`src/rtl/dsp_periph_ctrl.sv`:
```
module dsp_periph_ctrl #(
  parameter int DW = 24,
  parameter int AW = 24,
  parameter int STOP_AFTER = 3,
  parameter logic [AW-1:0] A_ZERO = 24'hFFFFB3,
  parameter logic [AW-1:0] A_IDLE = 24'hFFFFC4,
  parameter logic [AW-1:0] A_IRQ  = 24'hFFFFC5,
  parameter logic [AW-1:0] A_DMA  = 24'hFFFFD4,
  parameter logic [DW-1:0] FILL   = 24'hABABA
) (
  input  logic          clk,
  input  logic          rst_n,
  input  logic [AW-1:0] bus_addr,
  input  logic          bus_wr,
  input  logic          bus_rd,
  input  logic [DW-1:0] bus_wdata,
  output logic [DW-1:0] bus_rdata,
  input  logic          frame_start,
  input  logic          dma_eol,
  input  logic          wake,
  output logic          idle,
  input  logic          instr_retired,
  input  logic          dma_running,
  output logic          dma_stop,
  output logic [1:0]    dma_sel,
  output logic          dma_wr,
  output logic [DW-1:0] dma_wdata,
  input  logic [DW-1:0] dma_rdata
);
  localparam int CW = $clog2(STOP_AFTER + 1);
  localparam int BIT_FRAME = 1;
  localparam int BIT_EOL = 7;

  logic [DW-1:0] pend;
  logic          eol_q;
  logic [CW-1:0] cnt;
  logic [DW-1:0] rd_mux;
  logic [DW-1:0] set_vec;
  logic [DW-1:0] clr_vec;

  wire hit_idle = bus_addr == A_IDLE;
  wire hit_irq  = bus_addr == A_IRQ;
  wire hit_dma  = bus_addr[AW-1:2] == A_DMA[AW-1:2];
  wire idle_req = bus_wr && hit_idle && bus_wdata[0];
  wire irq_clr  = bus_wr && hit_irq;

  assign set_vec   = frame_start ? (DW'(1) << BIT_FRAME) : '0;
  assign clr_vec   = irq_clr ? bus_wdata : '0;
  assign dma_sel   = bus_addr[1:0];
  assign dma_wr    = bus_wr && hit_dma;
  assign dma_wdata = bus_wdata;
  assign dma_stop  = dma_running && instr_retired && cnt == CW'(STOP_AFTER - 1);

  always_comb begin
    if (bus_addr == A_ZERO)
      rd_mux = '0;
    else if (hit_irq)
      rd_mux = pend | (DW'(eol_q) << BIT_EOL);
    else if (hit_dma)
      rd_mux = dma_rdata;
    else
      rd_mux = FILL;
  end

  always_ff @(posedge clk) begin
    if (!rst_n) begin
      pend      <= '0;
      eol_q     <= 1'b0;
      idle      <= 1'b0;
      cnt       <= '0;
      bus_rdata <= '0;
    end else begin
      pend <= (pend & ~clr_vec) | set_vec;
      if (dma_eol)
        eol_q <= 1'b1;
      else if (irq_clr && bus_wdata[BIT_EOL])
        eol_q <= 1'b0;
      if (idle_req)
        idle <= 1'b1;
      else if (wake)
        idle <= 1'b0;
      if (!dma_running || dma_stop)
        cnt <= '0;
      else if (instr_retired)
        cnt <= cnt + 1'b1;
      if (bus_rd)
        bus_rdata <= rd_mux;
    end
  end

  assert_reset_clear_R1: assert property (@(posedge clk)
    !rst_n |=> (bus_rdata == '0 && !idle && !eol_q && pend == '0));

  assert_idle_set_R2: assert property (@(posedge clk) disable iff (!rst_n)
    (bus_wr && bus_addr == A_IDLE && bus_wdata[0]) |=> idle);

  assert_idle_wake_R2: assert property (@(posedge clk) disable iff (!rst_n)
    (wake && !bus_wr) |=> !idle);

  assert_frame_set_R3: assert property (@(posedge clk) disable iff (!rst_n)
    frame_start |=> pend[BIT_FRAME]);

  assert_eol_clear_R5: assert property (@(posedge clk) disable iff (!rst_n)
    (bus_wr && bus_addr == A_IRQ && bus_wdata[BIT_EOL] && !dma_eol) |=> !eol_q);

  assert_eol_wins_R6: assert property (@(posedge clk) disable iff (!rst_n)
    dma_eol |=> eol_q);

  assert_dma_ctrl_R7: assert property (@(posedge clk) disable iff (!rst_n)
    (bus_wr && bus_addr == 24'hFFFFD6) |-> (dma_wr && dma_sel == 2'd2));

  assert_rdata_hold_R9: assert property (@(posedge clk) disable iff (!rst_n)
    !bus_rd |=> $stable(bus_rdata));

  assert_stop_cause_R10: assert property (@(posedge clk) disable iff (!rst_n)
    dma_stop |-> (dma_running && instr_retired));

  assert_stop_spacing_R10: assert property (@(posedge clk) disable iff (!rst_n)
    dma_stop |=> !dma_stop);
endmodule

```
`config.mk`:
```
export PLATFORM = sky130hd
export DESIGN_NAME = dsp_periph_ctrl
export DESIGN_NICKNAME = d
export VERILOG_FILES = /design/src/rtl/dsp_periph_ctrl.sv
export SDC_FILE = /design/constraint.sdc
export NUM_CORES = 1
export LEC_CHECK = 0
export BUFFER_PORTS_ARGS = -buffer_cell sky130_fd_sc_hd__buf_2
export CAP_MARGIN = 25
export CORE_UTILIZATION = 44
export CTS_BUF_LIST = sky130_fd_sc_hd__clkbuf_4 sky130_fd_sc_hd__clkbuf_8 sky130_fd_sc_hd__clkbuf_16
export CTS_CLUSTER_DIAMETER = 30
export DETAILED_ROUTE_END_ITERATION = 8
export PLACE_DENSITY = 0.8
export SYNTH_ARGS = -nofsm -noshare
export SYNTH_HDL_FRONTEND = slang
export SYNTH_SLANG_ARGS = --single-unit
```
`constraint.sdc`:
```
create_clock -name clk -period 1.8 [get_ports clk]
set_input_delay 0.18 -clock clk [delete_from_list [all_inputs] [get_ports clk]]
set_output_delay 0.18 -clock clk [all_outputs]
set_load 0.01 [all_outputs]
```
==> run_results.csv <==
group,metric,value,unit
global_routing,grt_overflow,0,
global_routing,antenna_found_initial,0,
route,route.vias.total,2197,
worst_setup_path,rr_worst_depth,5,
global_routing,grt_max_degree,30,
timing,slew_violations,0,
clock_network,cts.htree.levels,2,
finish,drive_gt1_share,44.7,%
global_routing,grt_first_pass_wirelength,8.17,mm
timing,finalSetupViolCount,0,
finish,seq_area,1040,um2
worst_setup_path,worstPathCellList,"buf_2, and4bb_2, nand2_2, nor4_2, a22oi_1, nand2_1",
synthesis,yosysWarnings,0,
clock_network,cts_sinks,52,
power,p_comb_share,12.2,%
global_routing,grt_pass1_vias,1919,
place,dp_cells,444,
status,status,"completed",
finish,fin_util,59.2,%
timing,period_minus_slack,1.57,ns
clock_network,clkLatencyLatePin,0.29,ns
worst_setup_path,cp.arrival,1.81,ns
worst_setup_path,r2r_setup_slack,0.81,ns
timing,max_slew.worst_pin.slew,1.04,ns
power,pwr-share-seq,54.0,%
floorplanning,rows,26,
timing,hold_violations,0,
route,drt-total-wl,5.31,mm
clock_network,clock_tree.root_cell,"clkbuf_8",
synthesis,syn_area,2340,um2
min_path,hold_depth,2,
synthesis,synth_cell_types,39,
floorplanning,die_width,74.9,um
synthesis,synthArstFlopShare,0,%
worst_setup_path,crit_fanout,11,
worst_setup_path,cp_slowest_cell,"nor4_2",
place,gp_congestion,0.742,
floorplanning,die_area,5610,um2
power,p_clk_share,33.8,%
worst_setup_path,timing.rr.end,"cnt[1]$_SDFFE_PP0P_",
job,cap_viol_max_count,0,
floorplanning,coreArea,5110,um2
finish,final_cell_mix,"buf_2 (133), nand2_1 (59), dfxtp_1 (52)",
timing,slew-limit-headroom,30.2,%
finish,area_delta_synth_final,29.3,%
finish,multi_input_area,1000,um2
route,drc,0,
synthesis,synth_edf_count,0,
worst_setup_path,worst-path-buf-inv,1,
timing,max_freq,636,MHz
floorplanning,start_util,45.8,%
floorplanning,die_h,74.9,um
clock_network,clk_path_buf_depth,2,
route,via_per_inst,4.88,
route,top_layer_used,"met4",
clock_network,cts_tree,"built",
place,place_hpwl,4.14,mm
route,wl_per_cell,11.8,um
synthesis,syn_avg_cell_area,8.66,um2
route,met2WireLength,2.65,mm
timing,period_share,87.3,%
clock_network,cts_hold_buf,0,
synthesis,ys_ff_latch,52,
timing,holdWs,0.0526,ns
worst_setup_path,r2r_start,"cnt[0]$_SDFFE_PP0P_",
min_path,holdPathEnd,"pend[23]$_SDFF_PN0_",
route,drtIter0Drc,56,
worst_setup_path,criticalPathCategory,"primary input to flop",
power,p_total,2200,uW
route,dr.pass1.iters,4,
power,p_leak,0.00154,uW
power,switching_share,22.2,%
power,p_int,1710,uW
min_path,worstHoldStart,"bus_wdata[23]",
power,switching_power,488,uW
finish,final_cells,450,
route,drtAntennaViolNets,0,
synthesis,syn_nets,352,
floorplanning,pin_count,134,
synthesis,seq_area_frac_synth,44.5,%
route,dr_wl_met3,344,um
power,power.density,728,nW/um2
place,dpl_cell_area,2920,um2
finish,fill_cells,475,
route,wl_met1,2.26,mm
clock_network,cts_buffers,5,
global_routing,track_usage,18.9,%
clock_network,ctsResizeCount,0,
finish,diodes,0,
timing,clock_skew,0.00466,ns
synthesis,synth_ff_type,"dfxtp_1",
finish,final_net_count,463,
worst_setup_path,endpoint_kind,"flop",
finish,design_area,3020,um2
clock_network,path_clk_slew,0.08,ns
timing,rsz0062_at_grt,"false",
min_path,worst_hold_path_type,"primary input to flop",
worst_setup_path,slowest_delay,0.86,ns
power,peakVddDrop,417,uV
worst_setup_path,startpoint_type,"primary input",
worst_setup_path,required,2.04,ns
clock_network,post_cts_buffers,0,
place,io_buffers,133,
worst_setup_path,critical-path-top-delay-family,"simple AND/OR/NAND/NOR gates",
synthesis,synthCells,270,
finish,final_common_cell,"buf_2",
==> cell usage after synthesis (2+ instances only) <==
cell type	count	area [um2]
nor2_1	28	105
buf_2	5	25.0
a21oi_1	22	110
o21ai_0	2	10.0
and2_1	3	18.8
mux2i_1	2	20.0
buf_4	26	195
and4_4	3	33.8
o31ai_1	3	22.5
nor4_1	3	18.8
o31ai_2	10	125
a22oi_1	11	82.6
nor2b_1	2	12.5
buf_6	2	22.5
nand2_1	59	221
dfxtp_1	52	1040
nand3_1	3	15.0
inv_1	7	26.3
a31oi_1	3	18.8
clkbuf_1	5	18.8
==> logic make-up after synthesis <==
logic type / after synthesis / share of synthesized area, %
compound gates: 54 / 16.9
flops: 52 / 44.5
fa+ha+maj: 1 / 0.535
buf+inv: 46 / 13.2
mux: 2 / 0.857
simple gates: 115 / 24.0
==> power groups by stage <==
| stage | logic [uW] | clock network (uW) | registers, uW |
|---|---|---|---|
| after global placement | 267 | 0 | 1210 |
| after global routing | 297 | 824 | 1190 |
| after detailed placement | 272 | 0 | 1220 |
| after CTS | 273 | 766 | 1190 |
| final | 269 | 744 | 1190 |
| after floorplan | 136 | 0 | 1220 |
==> cell type report <==
cell class	instances	area share [%]
clock buffer	5	2.28
clock inverter	1	0.993
inverter	7	0.869
multi-input combinational	172	33.2
sequential	52	34.4
tap	70	2.90
timing repair buffer	143	25.3
==> per-layer routing <==
metal  up-vias  track usage (%)
li1       1113                -
met1       976             21.1
met2       100             35.8
met3         8             4.42
met4         0             4.82
met5         -                0
==> how the worst max path moves through the flow <==
stage,cells after the start,endpoint,start,slack (ns)
6_report,6,bus_rdata[16]$_SDFFE_PN0P_,bus_addr[5],0.23
5_1_grt,6,bus_rdata[21]$_SDFFE_PN0P_,bus_addr[5],0.08
4_1_cts,6,bus_rdata[16]$_SDFFE_PN0P_,bus_addr[14],0.22
3_5_place_dp,6,bus_rdata[16]$_SDFFE_PN0P_,bus_addr[14],-0.09
3_3_place_gp,6,bus_rdata[16]$_SDFFE_PN0P_,bus_addr[14],-0.03
2_1_floorplan,6,bus_rdata[7]$_SDFFE_PN0P_,bus_addr[14],0.32
==> sequential cells by signal, indices dropped and copies added, names as in the netlist <==
signal     cells
cnt            2
idle           1
eol_q          1
pend          24
bus_rdata     24
==> per-stage QoR <==
| step | setup slack [ns] | TNS, ns |
|---|---|---|
| after floorplan | 0.323 | 0 |
| after global placement | -0.0270 | -0.124 |
| after detailed placement | -0.0912 | -0.717 |
| after CTS | 0.223 | 0 |
| after global routing | 0.0798 | 0 |
| final | 0.228 | 0 |
No activity file was read; power rests on OpenSTA's default activity.
